==> src/rtl/pkt_page_mgr.sv <==
module pkt_page_mgr #(
  parameter int PAGES = 4,
  parameter int PNW   = (PAGES > 1) ? $clog2(PAGES) : 1
) (
  input  logic           clk,
  input  logic           rst_n,
  input  logic           host_we,
  input  logic [1:0]     host_sel,
  input  logic [7:0]     host_wdata,
  input  logic           tx_en,
  input  logic           auto_rel,
  input  logic           rx_req,
  output logic           rx_grant,
  output logic           rx_fail,
  output logic [PNW-1:0] rx_page,
  output logic [7:0]     alloc_result,
  output logic [7:0]     pkt_num,
  output logic [7:0]     txdone_head,
  output logic [7:0]     rx_head,
  output logic [7:0]     mem_size,
  output logic [7:0]     used_count,
  output logic           int_alloc,
  output logic           int_rcv,
  output logic           int_txdone,
  output logic           int_txq_empty
);

  localparam logic [7:0] NONE = 8'h80;
  localparam int CW = $clog2(PAGES + 1);
  localparam logic [CW-1:0] FULL = CW'(PAGES);
  localparam logic [CW-1:0] ONE  = CW'(1);

  logic [PAGES-1:0] mask, mask_n;
  logic [PNW-1:0]   txq  [PAGES];
  logic [PNW-1:0]   txq_n[PAGES];
  logic [PNW-1:0]   done  [PAGES];
  logic [PNW-1:0]   done_n[PAGES];
  logic [PNW-1:0]   rxq  [PAGES];
  logic [PNW-1:0]   rxq_n[PAGES];
  logic [CW-1:0]    txq_len, txq_len_n, done_len, done_len_n, rx_len, rx_len_n;
  logic [7:0]       ares, ares_n;
  logic [PNW-1:0]   pnum, pnum_n;
  logic             ialloc, ialloc_n, ircv, ircv_n;
  logic             gnt_q, gnt_n, fail_q, fail_n;
  logic [PNW-1:0]   rpg_q, rpg_n;

  logic             drain, rx_do, rel;
  logic [PNW-1:0]   rel_pg, pg;
  logic [2:0]       code;

  function automatic logic [PNW-1:0] low_free(input logic [PAGES-1:0] m);
    low_free = '0;
    for (int i = PAGES - 1; i >= 0; i--)
      if (!m[i]) low_free = PNW'(i);
  endfunction

  assign code  = host_wdata[7:5];
  assign drain = tx_en && (txq_len != '0) && !host_we;
  assign rx_do = rx_req && !host_we && !drain;

  always_comb begin
    mask_n     = mask;
    txq_n      = txq;
    done_n     = done;
    rxq_n      = rxq;
    txq_len_n  = txq_len;
    done_len_n = done_len;
    rx_len_n   = rx_len;
    ares_n     = ares;
    pnum_n     = pnum;
    ialloc_n   = ialloc;
    ircv_n     = ircv;
    gnt_n      = 1'b0;
    fail_n     = 1'b0;
    rpg_n      = rpg_q;
    rel        = 1'b0;
    rel_pg     = '0;
    pg         = '0;

    if (host_we) begin
      case (host_sel)
        2'd0: begin
          case (code)
            3'd1: begin
              ares_n   = NONE;
              ialloc_n = 1'b0;
              if (!(&mask)) begin
                pg         = low_free(mask);
                mask_n[pg] = 1'b1;
                ares_n     = 8'(pg);
                ialloc_n   = 1'b1;
              end
            end
            3'd2: begin
              mask_n     = '0;
              txq_len_n  = '0;
              done_len_n = '0;
              rx_len_n   = '0;
              ares_n     = '0;
              ircv_n     = 1'b0;
            end
            3'd3, 3'd4: begin
              if (rx_len != '0) begin
                if (code == 3'd4) begin
                  rel    = 1'b1;
                  rel_pg = rxq[0];
                end
                for (int i = 0; i < PAGES - 1; i++) rxq_n[i] = rxq[i+1];
                rx_len_n = rx_len - ONE;
              end
              ircv_n = rx_len > ONE;
            end
            3'd5: begin
              rel    = 1'b1;
              rel_pg = pnum;
            end
            3'd6: begin
              if (txq_len != FULL) begin
                for (int i = 0; i < PAGES; i++)
                  if (CW'(i) == txq_len) txq_n[i] = pnum;
                txq_len_n = txq_len + ONE;
              end
            end
            3'd7: begin
              txq_len_n  = '0;
              done_len_n = '0;
            end
            default: ;
          endcase
        end
        2'd1: pnum_n = host_wdata[PNW-1:0];
        2'd2: begin
          if (host_wdata[3]) ialloc_n = 1'b0;
          if (host_wdata[1] && done_len != '0) begin
            for (int i = 0; i < PAGES - 1; i++) done_n[i] = done[i+1];
            done_len_n = done_len - ONE;
          end
        end
        default: ;
      endcase
    end else if (drain) begin
      for (int i = 0; i < PAGES - 1; i++) txq_n[i] = txq[i+1];
      txq_len_n = txq_len - ONE;
      if (auto_rel) begin
        rel    = 1'b1;
        rel_pg = txq[0];
      end else if (done_len != FULL) begin
        for (int i = 0; i < PAGES; i++)
          if (CW'(i) == done_len) done_n[i] = txq[0];
        done_len_n = done_len + ONE;
      end
    end else if (rx_do) begin
      if (!(&mask) && rx_len != FULL) begin
        pg         = low_free(mask);
        mask_n[pg] = 1'b1;
        for (int i = 0; i < PAGES; i++)
          if (CW'(i) == rx_len) rxq_n[i] = pg;
        rx_len_n = rx_len + ONE;
        ircv_n   = 1'b1;
        gnt_n    = 1'b1;
        rpg_n    = pg;
      end else begin
        fail_n = 1'b1;
      end
    end

    if (rel) begin
      mask_n[rel_pg] = 1'b0;
      if (ares == NONE && !(&mask_n)) begin
        pg         = low_free(mask_n);
        mask_n[pg] = 1'b1;
        ares_n     = 8'(pg);
        ialloc_n   = 1'b1;
      end
    end
  end

  always_ff @(posedge clk) begin
    if (!rst_n) begin
      mask     <= '0;
      txq_len  <= '0;
      done_len <= '0;
      rx_len   <= '0;
      ares     <= '0;
      pnum     <= '0;
      ialloc   <= 1'b0;
      ircv     <= 1'b0;
      gnt_q    <= 1'b0;
      fail_q   <= 1'b0;
      rpg_q    <= '0;
      for (int i = 0; i < PAGES; i++) begin
        txq[i]  <= '0;
        done[i] <= '0;
        rxq[i]  <= '0;
      end
    end else begin
      mask     <= mask_n;
      txq      <= txq_n;
      done     <= done_n;
      rxq      <= rxq_n;
      txq_len  <= txq_len_n;
      done_len <= done_len_n;
      rx_len   <= rx_len_n;
      ares     <= ares_n;
      pnum     <= pnum_n;
      ialloc   <= ialloc_n;
      ircv     <= ircv_n;
      gnt_q    <= gnt_n;
      fail_q   <= fail_n;
      rpg_q    <= rpg_n;
    end
  end

  always_comb begin
    used_count = '0;
    for (int i = 0; i < PAGES; i++) used_count = used_count + 8'(mask[i]);
  end

  assign rx_grant      = gnt_q;
  assign rx_fail       = fail_q;
  assign rx_page       = rpg_q;
  assign alloc_result  = ares;
  assign pkt_num       = 8'(pnum);
  assign txdone_head   = (done_len == '0) ? NONE : 8'(done[0]);
  assign rx_head       = (rx_len == '0) ? NONE : 8'(rxq[0]);
  assign mem_size      = 8'(PAGES);
  assign int_alloc     = ialloc;
  assign int_rcv       = ircv;
  assign int_txdone    = done_len != '0;
  assign int_txq_empty = txq_len == '0;

endmodule

==> config.mk <==
export PLATFORM = sky130hd
export DESIGN_NAME = pkt_page_mgr
export DESIGN_NICKNAME = d
export VERILOG_FILES = /design/src/rtl/pkt_page_mgr.sv
export SDC_FILE = /design/constraint.sdc
export NUM_CORES = 1
export LEC_CHECK = 0
export ABC_AREA = 1
export BUFFER_PORTS_ARGS = -buffer_cell sky130_fd_sc_hd__buf_2
export CORE_MARGIN = 2
export CORE_UTILIZATION = 55
export CTS_CLUSTER_DIAMETER = 30
export DETAILED_ROUTE_END_ITERATION = 10
export PLACE_DENSITY_LB_ADDON = 0.12
export SLEW_MARGIN = 20
export SYNTH_ARGS = -nofsm -noshare
export SYNTH_HDL_FRONTEND = slang
export SYNTH_SLANG_ARGS = --single-unit
==> constraint.sdc <==
create_clock -name clk -period 1.98 [get_ports clk]
set_clock_uncertainty 0.05 [all_clocks]
set_input_delay 0.297 -clock clk [delete_from_list [all_inputs] [get_ports clk]]
set_output_delay 0.297 -clock clk [all_outputs]
set_load 0.05 [all_outputs]
==> reports/qor.txt <==
final worst slack = -199 ps
peak supply drop = 505 uV
n_diodes = 0
hold wc startpoint = host_wdata[0]
initial antenna violation count = 0
Pwr per Cell Area = 639 nW/um2
HP Class = input pin to register
drt total wl = 8420 um
starting density of the core = 57.0%
top cells by count, synth = nand2_1 (95), inv_1 (62), dfxtp_1 (53), a21oi_1 (47), nor2_1 (38)
GP Congestion = 0.948
top cell type by total area after synthesis = dfxtp_1
CTS buffer count = 5
fin nets = 597
R2R depth = 12
Die Wd = 82.6 um
synth warn = 0
Skew-Pair Late Insertion Delay = 310 ps
crit path kind = register to output pin
die area = 6820 um2
Max Buffers Root-to-Sink = 2
post-route minimum period = 2180 ps
vias in the first global route = 2802
placed inst area = 3770 um2
Final period util = 110%
GRT Overall Usage = 25.1%
worst r2r src = txq_len[0]
async set-reset flop share out of synthesis = 0%
HPWL after DPL = 6500 um
crit-path max FO = 2
startpoint types = register
area grow syn2layout = 18.2%
top post-synthesis cells by area = dfxtp_1 (31%), nand2_1 (11%), ha_1 (8.1%)
Avg Cell Area, Syn = 6.87 um2
Final Hold Fails = 0
first-pass GRT wire length = 13000 um
EDFF count, synth = 0
count leader, synth = nand2_1
iteration count of the initial detailed-routing pass = 5
Die H = 82.6 um
fmax = 0.459 GHz
Seq/Total Area, Yosys = 31.2%
CTS tree = done
row count = 28
H-Tree Depth = 2
Crit Reg-Reg Endpoint = mask[1]
Buf+Inv Stages, Crit Path = 3
hold_buf cts = 0
share of the synthesized area in the top cell type = 31.2%
Hold Path Stages = 3
Core Region = 5960 um2
CP max-delay cell = fa_1
Final setup viols = 3
max cap viols = 0
critical path cell sequence = inv_2, fa_1, inv_2, ha_4, ha_4, buf_8
R2R setup slack = 80 ps
# port buffers = 40
crit-path max cell delay = 540 ps
Worst Setup End Kind = output pin
violated checks = setup timing
initial DRC count = 233
overall power = 0.00257 W
Routed Antenna Nets = 0
Synth cell types = 37
largest net degree at the start of global routing = 23
Avg Vias per Cell = 5.20
fin util = 67.4%
Synth Instances = 494
Top delay family on crit path = adder cells
RSZ-0062 raised after global routing = true
via count = 3297
Main synth FF type = dfxtp_1
Clock Sink Count = 53
Final Slew Violations = 0
# IOs = 72
grt total ovfl = 0
FF+latch count, synth = 53
Worst Path Arrival = 1830 ps
Critical Path RT = 1630 ps
Lkg Pwr = 1.90 nW
cell area after synthesis = 3400 um2
fin area = 4010 um2
status = finished with violations
fraction of layout cells with a size suffix above 1 = 23.3%
WL per Instance = 13.3 um
clk slew on worst S/H paths = 100 ps
Remaining DRCs = 0
worst hold endpoint = pnum[0]
Root Driver = clkbuf_8
worst reg2reg max path, delay by kind of cell (launching register included):
family	cells	cell delay, ps
adder cells (fa/ha/maj)	1	190
buffers and inverters	2	90
AO/OA/AOI/OAI	1	150
flip-flops	1	350
AND/OR/NAND/NOR	8	990
cells in the final DEF, fill, tap and decap left out, types with 2 or more instances in the layout:
| cell | instances |
|---|---|
| o21ai_0 | 36 |
| nand3_1 | 23 |
| dfxtp_1 | 46 |
| a31oi_1 | 2 |
| buf_6 | 2 |
| inv_2 | 13 |
| o22ai_1 | 3 |
| a21oi_4 | 2 |
| buf_8 | 3 |
| nor2_1 | 33 |
| nand4_1 | 7 |
| a211oi_1 | 10 |
| conb_1 | 29 |
| ha_2 | 2 |
| nand2_4 | 2 |
| nand2_2 | 5 |
| dfxtp_2 | 7 |
| buf_2 | 35 |
| nand2_1 | 92 |
| nor3_1 | 8 |
| a21oi_1 | 47 |
| inv_1 | 56 |
| o21ai_1 | 7 |
| ha_1 | 17 |
| a221oi_1 | 2 |
| clkbuf_8 | 5 |
| buf_4 | 30 |
| o21ai_2 | 3 |
| xnor2_1 | 3 |
| nor2_4 | 6 |
| nor2_2 | 4 |
| ha_4 | 3 |
cells by family (layout without fill, tap and decap cells):
kind of cell / Yosys count / count (layout) / synth area share (%)
buf+inv: 111 / 149 / 15.9
other cells: 2 / 29 / 0.221
compound gates: 118 / 118 / 19.4
simple gates: 184 / 184 / 23.8
flops: 53 / 53 / 31.2
xor+xnor: 3 / 3 / 0.774
fa+ha+maj: 23 / 23 / 8.70
power breakdown:
part	internal (W)	switching [W]
registers	0.00111	0.0000261
logic	0.000228	0.000577
clock network	0.000253	0.000369
total	0.00159	0.000973
metrics by stage:
step / setup WS, ps / setup TNS [ps] / hold WS (ps) / instances
floorplan: 30.3 / 0 / 375 / 521
global placement: -7.07 / -7.07 / 380 / 621
detailed placement: -24.4 / -24.4 / 393 / 621
CTS: -202 / -348 / 163 / 630
global route: -264 / -539 / 167 / 634
finish: -199 / -349 / 167 / 634
how the worst max path moves through the flow:
stage          startpoint  slack, ps               to  cells past startpoint
2_1_floorplan   rx_len[0]         30  alloc_result[0]                     10
3_3_place_gp      mask[0]         -7    used_count[1]                      6
3_5_place_dp      mask[0]        -20    used_count[1]                      6
4_1_cts           mask[3]       -200    used_count[1]                      6
5_1_grt           mask[3]       -260    used_count[1]                      6
6_report          mask[3]       -200    used_count[1]                      6
timing repair:
item | 4_1_cts | 5_1_grt
setup buffers | 1 | 4
resized for setup | 18 | 24
setup endpoints to repair | 5 | 16
pin swaps | 2 | 4
registers in the layout (all words and copies together) (netlist names):
name,flops
txq_len,3
rx_page,2
rx_len,3
rx_grant,1
int_alloc,1
rx_fail,1
alloc_result,8
done,8
mask,4
txq,8
done_len,3
rxq,8
pnum,2
int_rcv,1
final cells by class:
cell class	instances	area, um2
Multi-Input combinational cell	357	2020
Fill cell	563	1940
Sequential cell	53	1070
Timing Repair Buffer	70	468
Inverter	71	273
Tap cell	75	93.8
Clock buffer	6	72.6
Clock inverter	2	13.8
per-layer routing:
| layer | wire (um) | track usage [%] | vias up | part of all wire, % |
|---|---|---|---|---|
| met4 | 87 | 4.92 | 0 | 1.0 |
| met3 | 334 | 3.91 | 10 | 4.0 |
| met1 | 3890 | 31.4 | 1496 | 46 |
| met2 | 4100 | 45.6 | 103 | 49 |
| li1 | - | - | 1688 | - |
| met5 | 0 | 0 | - | 0 |
Power figures use the tool's default switching activity.
